$ cat config.mk
export PLATFORM = sky130hd
export DESIGN_NAME = irqs_top
export DESIGN_NICKNAME = d
export VERILOG_FILES = /design/src/rtl/irqs_pkg.sv /design/src/rtl/irqs_prio.sv /design/src/rtl/irqs_ack_sync.sv /design/src/rtl/irqs_snap.sv /design/src/rtl/irqs_top.sv
export SDC_FILE = /design/constraint.sdc
export NUM_CORES = 1
export LEC_CHECK = 0
export BUFFER_PORTS_ARGS = -buffer_cell sky130_fd_sc_hd__buf_2
export CAP_MARGIN = 20
export CELL_PAD_IN_SITES_DETAIL_PLACEMENT = 0
export CELL_PAD_IN_SITES_GLOBAL_PLACEMENT = 1
export CORE_ASPECT_RATIO = 1.1
export CORE_MARGIN = 2
export CORE_UTILIZATION = 34
export CTS_CLUSTER_DIAMETER = 80
export DETAILED_ROUTE_END_ITERATION = 12
export GPL_ROUTABILITY_DRIVEN = 0
export PLACE_DENSITY = 0.83
export SYNTH_ARGS = -nofsm -noshare
export SYNTH_HDL_FRONTEND = slang
export SYNTH_SLANG_ARGS = --single-unit
$ cat constraint.sdc
create_clock -name clk -period 5.2 [get_ports clk]
set_clock_uncertainty 0.2 [all_clocks]
set_input_delay 0.26 -clock clk [delete_from_list [all_inputs] [get_ports clk]]
set_output_delay 0.26 -clock clk [all_outputs]
set_load 0.05 [all_outputs]
$ cat src/rtl/irqs_pkg.sv
package irqs_pkg;
  localparam int NCLS = 6;
  localparam int CH_W = 2;

  typedef enum logic [2:0] {
    K_NONE  = 3'b000,
    K_COS   = 3'b001,
    K_TX    = 3'b010,
    K_RXOK  = 3'b011,
    K_BRK   = 3'b100,
    K_TMR   = 3'b101,
    K_RXERR = 3'b111
  } kind_e;

  typedef struct packed {
    logic [2:0]      cnt;
    kind_e           kind;
    logic [CH_W-1:0] ch;
  } snap_t;

  // rank position -> kind code, index 0 is most urgent
  function automatic kind_e rank_kind(input int r);
    case (r)
      0:       return K_RXERR;
      1:       return K_RXOK;
      2:       return K_BRK;
      3:       return K_TX;
      4:       return K_TMR;
      default: return K_COS;
    endcase
  endfunction
endpackage

$ cat src/rtl/irqs_prio.sv
module irqs_prio
  import irqs_pkg::*;
#(
  parameter int NCH   = 4,
  parameter int CNT_W = 6
) (
  input  logic                 clk,
  input  logic                 rst,
  input  logic [NCH-1:0]       req_rxe,
  input  logic [NCH-1:0]       req_rxo,
  input  logic [NCH-1:0]       req_brk,
  input  logic [NCH-1:0]       req_tx,
  input  logic [NCH-1:0]       req_tmr,
  input  logic [NCH-1:0]       req_cos,
  input  logic [NCH*CNT_W-1:0] rx_level,
  input  logic [NCH*CNT_W-1:0] tx_space,
  output snap_t                sel,
  output logic                 any_req
);
  localparam logic [CNT_W-1:0] SAT = CNT_W'(7);

  logic [NCLS-1:0][NCH-1:0] cls;
  logic [CNT_W-1:0]         lvl;
  logic                     hit;
  int                       pick;

  assign cls = {req_cos, req_tmr, req_tx, req_brk, req_rxo, req_rxe};
  assign any_req = |{req_rxe, req_rxo, req_brk, req_tx, req_tmr, req_cos};

  always_comb begin
    sel  = '0;
    hit  = 1'b0;
    pick = 0;
    lvl  = '0;
    for (int r = 0; r < NCLS; r++) begin
      for (int k = 0; k < NCH; k++) begin
        if (!hit && cls[r][k]) begin
          hit      = 1'b1;
          pick     = k;
          sel.kind = rank_kind(r);
          sel.ch   = CH_W'(k);
        end
      end
    end
    if (sel.kind == K_RXOK || sel.kind == K_RXERR)
      lvl = rx_level[pick*CNT_W +: CNT_W];
    else if (sel.kind == K_TX)
      lvl = tx_space[pick*CNT_W +: CNT_W];
    sel.cnt = (lvl > SAT) ? 3'd7 : lvl[2:0];
  end

  // the request summary and the ranked choice agree
  a_r6_any_matches: assert property (@(posedge clk) disable iff (rst)
    any_req == (sel.kind != K_NONE));
  // chosen channel really raises a request
  a_r4_chan_valid: assert property (@(posedge clk) disable iff (rst)
    (sel.kind != K_NONE) |-> |(cls[0][sel.ch] | cls[1][sel.ch] | cls[2][sel.ch] |
                               cls[3][sel.ch] | cls[4][sel.ch] | cls[5][sel.ch]));
endmodule

$ cat src/rtl/irqs_ack_sync.sv
module irqs_ack_sync #(
  parameter int STAGES = 2
) (
  input  logic clk,
  input  logic rst,
  input  logic iack_n,
  output logic ack_fall
);
  logic [STAGES-1:0] sync_q;
  logic              last_q;

  always_ff @(posedge clk) begin
    if (rst) begin
      sync_q <= '1;
      last_q <= 1'b1;
    end else begin
      sync_q <= {sync_q[STAGES-2:0], iack_n};
      last_q <= sync_q[STAGES-1];
    end
  end

  assign ack_fall = last_q & ~sync_q[STAGES-1];

  // one capture pulse per acknowledge edge
  a_r8_single_pulse: assert property (@(posedge clk) disable iff (rst)
    ack_fall |=> !ack_fall);
endmodule

$ cat src/rtl/irqs_snap.sv
module irqs_snap
  import irqs_pkg::*;
#(
  parameter int          ADDR_W    = 8,
  parameter logic [7:0]  SNAP_ADDR = 8'h28,
  parameter logic [7:0]  UPD_ADDR  = 8'h2A
) (
  input  logic              clk,
  input  logic              rst,
  input  logic [ADDR_W-1:0] addr,
  input  logic              rd_en,
  input  logic              wr_en,
  input  logic              ack_fall,
  input  snap_t             sel,
  output logic [7:0]        rd_data
);
  snap_t snap_q;
  logic  cap;

  assign cap = ack_fall | (wr_en && addr == ADDR_W'(UPD_ADDR));

  always_ff @(posedge clk) begin
    if (rst) snap_q <= '0;
    else if (cap) snap_q <= sel;
  end

  always_ff @(posedge clk) begin
    if (rst) rd_data <= '0;
    else if (rd_en) rd_data <= (addr == ADDR_W'(SNAP_ADDR)) ? snap_q : 8'h00;
  end

  // a capture edge loads the selection seen at that edge
  a_r7_capture: assert property (@(posedge clk) disable iff (rst)
    cap |=> snap_q == $past(sel));
  // without a capture event the snapshot holds
  a_r9_hold: assert property (@(posedge clk) disable iff (rst)
    !cap |=> $stable(snap_q));
  // reads at the snapshot address return the pre-edge snapshot
  a_r1_read: assert property (@(posedge clk) disable iff (rst)
    (rd_en && addr == ADDR_W'(SNAP_ADDR)) |=> rd_data == $past(snap_q));
  // other read addresses return zero
  a_r10_read_zero: assert property (@(posedge clk) disable iff (rst)
    (rd_en && addr != ADDR_W'(SNAP_ADDR)) |=> rd_data == 8'h00);
endmodule

$ cat src/rtl/irqs_top.sv
module irqs_top
  import irqs_pkg::*;
#(
  parameter int         NCH       = 4,
  parameter int         CNT_W     = 6,
  parameter int         ADDR_W    = 8,
  parameter int         SYNC_N    = 2,
  parameter logic [7:0] SNAP_ADDR = 8'h28,
  parameter logic [7:0] UPD_ADDR  = 8'h2A
) (
  input  logic                 clk,
  input  logic                 rst,
  input  logic [ADDR_W-1:0]    addr,
  input  logic                 rd_en,
  input  logic                 wr_en,
  output logic [7:0]           rd_data,
  input  logic                 iack_n,
  input  logic [NCH-1:0]       req_rxe,
  input  logic [NCH-1:0]       req_rxo,
  input  logic [NCH-1:0]       req_brk,
  input  logic [NCH-1:0]       req_tx,
  input  logic [NCH-1:0]       req_tmr,
  input  logic [NCH-1:0]       req_cos,
  input  logic [NCH*CNT_W-1:0] rx_level,
  input  logic [NCH*CNT_W-1:0] tx_space,
  output logic                 irq_n
);
  snap_t sel;
  logic  any_req;
  logic  ack_fall;

  irqs_prio #(.NCH(NCH), .CNT_W(CNT_W)) u_prio (
    .clk(clk), .rst(rst),
    .req_rxe(req_rxe), .req_rxo(req_rxo), .req_brk(req_brk),
    .req_tx(req_tx), .req_tmr(req_tmr), .req_cos(req_cos),
    .rx_level(rx_level), .tx_space(tx_space),
    .sel(sel), .any_req(any_req)
  );

  irqs_ack_sync #(.STAGES(SYNC_N)) u_sync (
    .clk(clk), .rst(rst), .iack_n(iack_n), .ack_fall(ack_fall)
  );

  irqs_snap #(.ADDR_W(ADDR_W), .SNAP_ADDR(SNAP_ADDR), .UPD_ADDR(UPD_ADDR)) u_snap (
    .clk(clk), .rst(rst), .addr(addr), .rd_en(rd_en), .wr_en(wr_en),
    .ack_fall(ack_fall), .sel(sel), .rd_data(rd_data)
  );

  assign irq_n = ~any_req;
endmodule

Word-level counts from Yosys, hierarchy flattened
Index checks and enable logic that the tools add are counted.
Storage, ports and cells
  register bits after elaboration: 19
  input bits: 85
  output and inout bits: 9
  word-level logic and storage cells: 142
Cells by class
  multipliers: 1
  order comparisons: 1
  eq/ne operators: 5
  shift-type cells: 2
  muxes and demuxes: 74
  bitwise logic cells: 4
  reduce and logical (&&, ||, !) cells: 49
Operators by type and width (number)
  $mux 5: 24
  $shiftx 24x32->6: 2
  $mux 2: 22
  $logic_and 1x1->1: 24
  $mux 1: 24
  $reduce_or 24->1: 1
  $logic_not 1->1: 23
  $eq 8x6->1 const B: 2
  $mux 6: 2
  $mux 8: 1
  $eq 3x2->1 const B: 2
  $gt 6x3->1 const B: 1
  $mul 2x2->4 const B: 1
  $eq 3x3->1 const B: 1
  $mux 3: 1
  $not 1->1: 2
  $and 1x1->1: 1
  $logic_or 1x1->1: 1
  $or 1x1->1: 1

Logic depth before layout (Yosys ltp)
Gate-level depths: netlist (run 1).
  depth in word-level cells: 76
  gate-level depth with buffers: 17
  mapped depth without buffers: 15

Modules after synthesis
From an unflattened synthesis (run 1), not the netlist that was laid out.
Second synthesis, totals
  cells, all modules: 328
  area total of the unflattened synthesis: 2517.4 um2
Modules (own cells, without submodules)
  irqs_prio: times used 1, cells each 242, area each 1679.1 um2, seq. area each 0.0 um2
  irqs_snap: times used 1, cells each 78, area each 749.5 um2, seq. area each 320.3 um2
  irqs_ack_sync: times used 1, cells each 7, area each 85.1 um2, seq. area each 60.1 um2
  irqs_top: times used 1, cells each 1, area each 3.8 um2, seq. area each 0.0 um2

Worst setup path before layout (run 1)
Ideal clock, no wire load.
  kind: input -> register
  start point: input req_rxo[2]
  end point: register u_snap.snap_q[6] (netlist name)
  data arrival time: 3.934 ns
  slack: 0.975 ns
  stages on the path: 15
  buffers on the path: 5
  path through: or4_4 -> nor4b_4 -> a222oi_1 -> buf_4 -> o21ai_4 -> clkinv_1 -> ha_1 -> clkbuf_1 -> clkbuf_1 -> clkbuf_1 -> buf_2 -> o21ai_1 -> a31oi_1 -> o21ai_1 -> a311oi_1
Between the ends
  cells in the longest elaborated chain, start to end: 59
Ends and longest elaborated chain
  from (decl): line irqs_top.sv:19  | input logic [NCH-1:0] req_rxo,
  $logic_and 1x1->1 *: line irqs_prio.sv:37  | if (!hit && cls[r][k]) begin
  $mux 1: line irqs_prio.sv:37
  $logic_not 1->1: line irqs_prio.sv:37
  $logic_and 1x1->1: line irqs_prio.sv:37
  $mux 1: line irqs_prio.sv:37
  $logic_not 1->1: line irqs_prio.sv:37
  $logic_and 1x1->1: line irqs_prio.sv:37
  $mux 1: line irqs_prio.sv:37
  (+43 left out)
  $logic_and 1x1->1: line irqs_prio.sv:37
  $mux 2: line irqs_prio.sv:37
  $mul 2x2->4: line irqs_prio.sv:46, irqs_prio.sv:48
  $shiftx 24x32->6: line irqs_prio.sv:48  | lvl = tx_space[pick*CNT_W +: CNT_W];
  $mux 6: line irqs_prio.sv:47  | else if (sel.kind == K_TX)
  $mux 6 *: line irqs_prio.sv:45  | if (sel.kind == K_RXOK || sel.kind == K_RXERR)
  $gt 6x3->1: line irqs_prio.sv:49  | sel.cnt = (lvl > SAT) ? 3'd7 : lvl[2:0];
  $mux 3 *: line irqs_prio.sv:49
  to (signal assigned): line irqs_snap.sv:24  | else if (cap) snap_q <= sel;
  to (decl): line irqs_snap.sv:17  | snap_t snap_q;
Every way passes the cells marked *; elsewhere a longest branch is shown, timed or not.
A chain may end at the register's enable or synchronous reset.

Worst setup path in the final report (run 1)
Same ends and word-level chain as after synthesis.

==> impl_metrics.env, run 1 <==
export IMPL_fin_setup_tns_ps=0
export IMPL_dr_pass1_iters=4
export IMPL_grt_max_degree=45
export IMPL_peakVddDrop_mv=0.1354
export IMPL_io_buffers=93
export IMPL_ys_seq_elements=19
export IMPL_r2r_end="u_snap.snap_q[6]$_SDFFE_PP0P_"
export IMPL_synthesis_area_mm2=0.002374
export IMPL_overflow=0
export IMPL_setup_viol=0
export IMPL_r2r_slack_ps=3420
export IMPL_worstReg2RegStart="u_sync.last_q$_SDFF_PP1_"
export IMPL_cts_hold_buf=1
export IMPL_grtUsageTotal_pct=20.47
export IMPL_synth_cell_types=61
export IMPL_clkPwrFrac_pct=22.3
export IMPL_synth_area_leader_cell="dfxtp_1"
export IMPL_synth_area_top_cells="dfxtp_1 16%, nor2_1 10%, a21oi_1 6.3%"
export IMPL_syn_nets=431
export IMPL_cp_arrival_ps=4210
export IMPL_drv_slew=0
export IMPL_io_pins=94
export IMPL_synthArstFlopShare_pct=0
export IMPL_wire_per_inst_um=15.79
export IMPL_clock_path_buffers=2
export IMPL_clock_latency_ps=250
export IMPL_p_sw_mw=0.1617
export IMPL_critPathLaunchType="input port"
export IMPL_cts_buffers_inserted=3
export IMPL_cts_sinks=19
export IMPL_crit_end="u_snap.snap_q[6]$_SDFFE_PP0P_"
export IMPL_startpoint="req_rxo[2]"
export IMPL_die_area_mm2=0.007666
export IMPL_vias=2946
export IMPL_pwr_share_seq_pct=33.6
export IMPL_timing_fmax_ghz=0.2333
export IMPL_fin_crit_ps=4287
export IMPL_synth_seq_area_share_pct=16.03
export IMPL_finish_instance_area_mm2=0.002918
export IMPL_dp_hpwl_um=6425
export IMPL_yosysWarnings=0
export IMPL_start_util_pct=35.58
export IMPL_synth_common_cells="64 x nor2_1, 30 x a21oi_1, 28 x nor3_1"
export IMPL_layout_nets=517
export IMPL_fillers=738
export IMPL_yosys_area_top_type_share_pct=16.03
export IMPL_grt_pass1_vias=2666
export IMPL_synth_edf_count=0
export IMPL_switching_share_pct=35.81
export IMPL_grt_antenna_before_repair=0
export IMPL_dp_cells=505
export IMPL_drc_errors=0
export IMPL_areaGrowthSynthToFinish_pct=22.93
export IMPL_hold_viol=0
export IMPL_insertedDiodeCount=0
export IMPL_cap_violations=0
export IMPL_first_iter_violations=156
export IMPL_stdcell_count=511
export IMPL_crit_path_max_fanout=23
export IMPL_status="complete, no violations"
export IMPL_die_w_um=83.67
export IMPL_cp_end_kind="flip-flop"
export IMPL_postCtsSetupBuffers=0
export IMPL_cts_repair_resize_count=0
export IMPL_power_density_mw_per_mm2=154.7
export IMPL_clkSlewWorstSetupHoldPaths_ps=70
export IMPL_relSlewSlack_pct=41.37
export IMPL_cts_root_buf="clkbuf_8"
export IMPL_min_path_type="in -> reg"
export IMPL_post_synth_top_count_cell="nor2_1"
export IMPL_cp_required_ps=5120
export IMPL_htreeDepth=1
export IMPL_grt_pass1_wl_um=13140
export IMPL_final_core_util_pct=43.74
export IMPL_period_share_pct=82.44
export IMPL_drive_gt1_share_pct=28.90
export IMPL_intPower_mw=0.2898
export IMPL_layout_area_seq_um2=380.4
export IMPL_rsz0062_at_grt="no"
export IMPL_ys_flop_type="dfxtp_1"
export IMPL_tightest_slew_ps=877.5
export IMPL_ant_nets=0
export IMPL_vias_per_cell=5.765
export IMPL_routed_wl_um=8071
export IMPL_multi_input_area_mm2=0.001813
export IMPL_die_y_um=91.63
export IMPL_synth_avg_cell_area_um2=6.900
export IMPL_pwr_share_comb_pct=44.1
export IMPL_finalPower_mw=0.4515
export IMPL_leakagePower_nw=1.220
export IMPL_reg2reg_depth=7
export IMPL_postPlaceCellArea_mm2=0.002855
export IMPL_coreArea_mm2=0.006671
export IMPL_row_count=31
export IMPL_cts_tree="built"
export IMPL_syn_inst=344
export IMPL_critPathKind="in -> reg"
worst min path at each step:
| stage | startpoint | end | slack [ps] | cells past startpoint |
|---|---|---|---|---|
| final | rst | u_snap.rd_data[1]$_SDFFE_PP0P_ | 170 | 2 |
| after global routing | rst | u_snap.rd_data[1]$_SDFFE_PP0P_ | 190 | 2 |
| after CTS | rst | u_snap.rd_data[3]$_SDFFE_PP0P_ | 170 | 2 |
| after detailed placement | u_sync.sync_q[0]$_SDFF_PP1_ | u_sync.sync_q[1]$_SDFF_PP1_ | 210 | 1 |
| after global placement | u_sync.sync_q[0]$_SDFF_PP1_ | u_sync.sync_q[1]$_SDFF_PP1_ | 200 | 1 |
| after floorplan | iack_n | u_sync.sync_q[0]$_SDFF_PP1_ | 160 | 1 |
power by group through the flow:
stage                     clock (mW)  sequential, mW  combinational, mW
final                          0.101           0.152              0.199
after global routing           0.108           0.152              0.221
after CTS                      0.103           0.152              0.196
after detailed placement           0           0.155              0.195
after global placement             0           0.155              0.194
after floorplan                    0           0.154              0.122
through the flow:
stage | setup slack [ps] | hold slack [ps]
after global routing | 471.7 | 190.2
after CTS | 928.8 | 165.1
after detailed placement | 680.4 | 211.0
final | 913.2 | 168.8
after global placement | 740.8 | 199.1
after floorplan | 974.7 | 163.8
placed cells by master (no fill, tap or decap), drive strengths merged, types with 12 or more instances in the layout:
cell	instances
a21oi	31
nor2	65
a211oi	13
buf	102
mux2i	12
dfxtp	19
o21ai	16
nor3	28
nand3	14
nand2	19
area by class of cell:
class                   count  area share (%)
clock buffers               4           1.544
inverters                   9           1.158
well taps                  82           3.516
repair buffers            103           18.61
flip-flops and latches     19           13.04
multi-input cells         294           62.14
sequential cells by signal, indices dropped and copies added, names as in the netlist:
| register | cells |
|---|---|
| u_snap.rd_data | 8 |
| u_snap.snap_q | 8 |
| u_sync.last_q | 1 |
| u_sync.sync_q | 2 |
worst max-delay path: stages:
cell	delay (ps)
buf_2	120
or4_4	580
nor4b_4	500
a222oi_1	210
o21ai_4	190
clkinv_1	100
ha_1	790
nor2_1	250
and3_1	270
nand2_1	70
a31o_2	150
nand4_1	100
a211o_1	240
a31oi_1	250
a311oi_1	130
metal layers:
metal	wire length (µm)	global-route usage, %	vias up
li1	-	-	1466
met1	3669	29.76	1345
met2	3698	32.67	125
met3	593	1.800	10
met4	110	4.973	0
met5	0	0	-
logic make-up after synthesis:
group                    synth area share, %
AO/OA/AOI/OAI                          30.21
adder cells (fa/ha/maj)                1.054
buffers and inverters                  7.590
flip-flops                             16.03
multiplexers                           8.382
AND/OR/NAND/NOR                        36.74
Power figures use the tool's default switching activity.
==> run 2, diff against run 1 <==
Clock period 5.2 ns to 4.1 ns, I/O delays scaled along.
==> run 2 against run 1 <==
Register-to-register slack got worse by 1100 ps. Critical path depth increased by 2. Clock power increased by 24%. Final cell count increased by 2.5%. Total power increased by 29%. Critical path type unchanged. Critical endpoint unchanged.
==> impl_metrics.env, run 2 (synthesis results as in run 1) <==
export IMPL_clock_latency_ps=250
export IMPL_path_common_cell="buf_4"
export IMPL_mostFrequentLayoutCells="93 x buf_2, 64 x nor2_1, 30 x a21oi_1"
export IMPL_min_path_type="in -> reg"
export IMPL_insertedDiodeCount=0
export IMPL_cts_sinks=19
export IMPL_vias=2977
export IMPL_finish_instance_area_mm2=0.003025
export IMPL_dr_pass1_iters=5
export IMPL_grt_max_degree=45
export IMPL_relSlewSlack_pct=38.48
export IMPL_fin_setup_tns_ps=0
export IMPL_postCtsSetupBuffers=0
export IMPL_start_util_pct=35.58
export IMPL_critPathLaunchType="input port"
export IMPL_vias_per_cell=5.681
export IMPL_leakagePower_nw=1.287
export IMPL_die_area_mm2=0.007666
export IMPL_timing_fmax_ghz=0.2662
export IMPL_cts_buffers_inserted=3
export IMPL_grt_pass1_vias=2921
export IMPL_htreeDepth=1
export IMPL_grt_pass1_wl_um=13420
export IMPL_fin_crit_ps=3757
export IMPL_status="complete, no violations"
export IMPL_die_y_um=91.63
export IMPL_hold_slack_ps=122.3
export IMPL_reg2reg_depth=7
export IMPL_grtUsageTotal_pct=20.26
export IMPL_cap_violations=0
export IMPL_io_buffers=93
export IMPL_wire_per_inst_um=15.13
export IMPL_critPathKind="in -> reg"
export IMPL_peakVddDrop_mv=0.1560
export IMPL_critPathMaxStageDelay_ps=580
export IMPL_rsz0062_at_grt="no"
export IMPL_cp_required_ps=4020
export IMPL_crit_path_max_fanout=15
export IMPL_layout_nets=530
export IMPL_reg_top3="u_snap.rd_data: 8 flops, u_snap.snap_q: 8 flops, u_sync.sync_q: 2 flops"
export IMPL_intPower_mw=0.3769
export IMPL_hold_depth=2
export IMPL_period_share_pct=91.64
export IMPL_clock_path_buffers=2
export IMPL_setup_viol=0
export IMPL_drive_gt1_share_pct=31.67
export IMPL_clkPwrFrac_pct=21.4
export IMPL_overflow=0
export IMPL_areaGrowthSynthToFinish_pct=27.46
export IMPL_postPlaceCellArea_mm2=0.002960
export IMPL_pwr_share_comb_pct=45.5
export IMPL_drv_slew=0
export IMPL_cts_tree="built"
export IMPL_grt_antenna_before_repair=0
export IMPL_ant_nets=0
export IMPL_hold_viol=0
export IMPL_first_iter_violations=187
export IMPL_coreArea_mm2=0.006671
export IMPL_row_count=31
export IMPL_io_pins=94
export IMPL_p_sw_mw=0.2051
export IMPL_crit_slowest_cell="or4_4"
export IMPL_cts_root_buf="clkbuf_8"
export IMPL_drc_errors=0
export IMPL_pwr_share_seq_pct=33.1
export IMPL_switching_share_pct=35.24
export IMPL_cp_arrival_ps=3680
export IMPL_final_core_util_pct=45.35
export IMPL_tightest_slew_ps=920.8
export IMPL_power_density_mw_per_mm2=192.4
export IMPL_final_common_cell="buf_2"
export IMPL_routed_wl_um=7927
export IMPL_dp_hpwl_um=6444
export IMPL_die_w_um=83.67
export IMPL_crit_path_cell_trace="buf_2 -> or4_4 -> nor4_4 -> o41ai_1 -> a222oi_1 -> buf_4 -> o21ai_4 -> clkinv_1 -> ha_2 -> buf_4 -> nor4_1 -> a21oi_1 -> mux2i_1 -> o22ai_1 -> a211o_1 -> a31oi_2 -> a311oi_1"
export IMPL_clkSlewWorstSetupHoldPaths_ps=70
export IMPL_cp_end_kind="flip-flop"
[run 2: changes by cell type in the layout (fill, tap and decap cells not counted)]
cell and change:
buf_4 +13, a31oi_2 +1, a31oi_1 -1, ha_1 -1
clkinv_2 +1, ha_2 +1, clkbuf_1 -1
[run 2: per-stage QoR]
stage	std cells	setup slack [ps]	total power, mW
finish	524	342.8	0.5820
global route	524	43.19	0.6217
CTS	524	213.2	0.5823
detailed placement	519	-42.76	0.4566
global placement	519	30.80	0.4548
floorplan	344	44.54	0.3517
[run 2: path summary, 6_finish.rpt]
check / start / end / slack (ps)
setup reg to reg: u_sync.last_q$_SDFF_PP1_ / u_snap.snap_q[6]$_SDFFE_PP0P_ / 2340
hold reg to reg: u_sync.sync_q[0]$_SDFF_PP1_ / u_sync.sync_q[1]$_SDFF_PP1_ / 220
setup / recovery: req_rxo[2] / u_snap.snap_q[6]$_SDFFE_PP0P_ / 340
hold / removal: rst / u_snap.rd_data[2]$_SDFFE_PP0P_ / 120
[run 2: final cells by class]
cell class                 count  area [µm²]
clock inverter                 1       5.005
inverter                       9       33.78
sequential                    19       380.4
timing repair buffer         116       640.6
tap                           82       102.6
fill                         715        3646
multi-input combinational    294        1822
clock buffer                   3       41.29
[run 2: timing repair]
action,in CTS,in global routing
endpoints found under the setup margin,0,3
hold buffers,1,0
hold endpoints to repair,1,0
resized for setup,0,2
[run 2: critical path: cells and delay by family]
kind / cells / cell delay, ps
simple gates: 3 / 1110
mux: 1 / 130
buf+inv: 4 / 570
compound gates: 8 / 1300
fa+ha+maj: 1 / 360
[run 2: routing by layer]
layer	up-vias	routed length (µm)	global-route usage, %
li1	1492	-	-
met1	1352	3550	28.32
met2	125	3705	33.47
met3	8	607	3.240
met4	0	63	3.226
met5	-	0	0
[run 2: power groups by stage]
stage	clock network, mW	registers, mW	logic, mW
6_report	0.125	0.193	0.265
5_1_grt	0.136	0.193	0.292
4_1_cts	0.128	0.193	0.261
3_5_place_dp	0	0.197	0.260
3_3_place_gp	0	0.197	0.258
2_1_floorplan	0	0.196	0.156
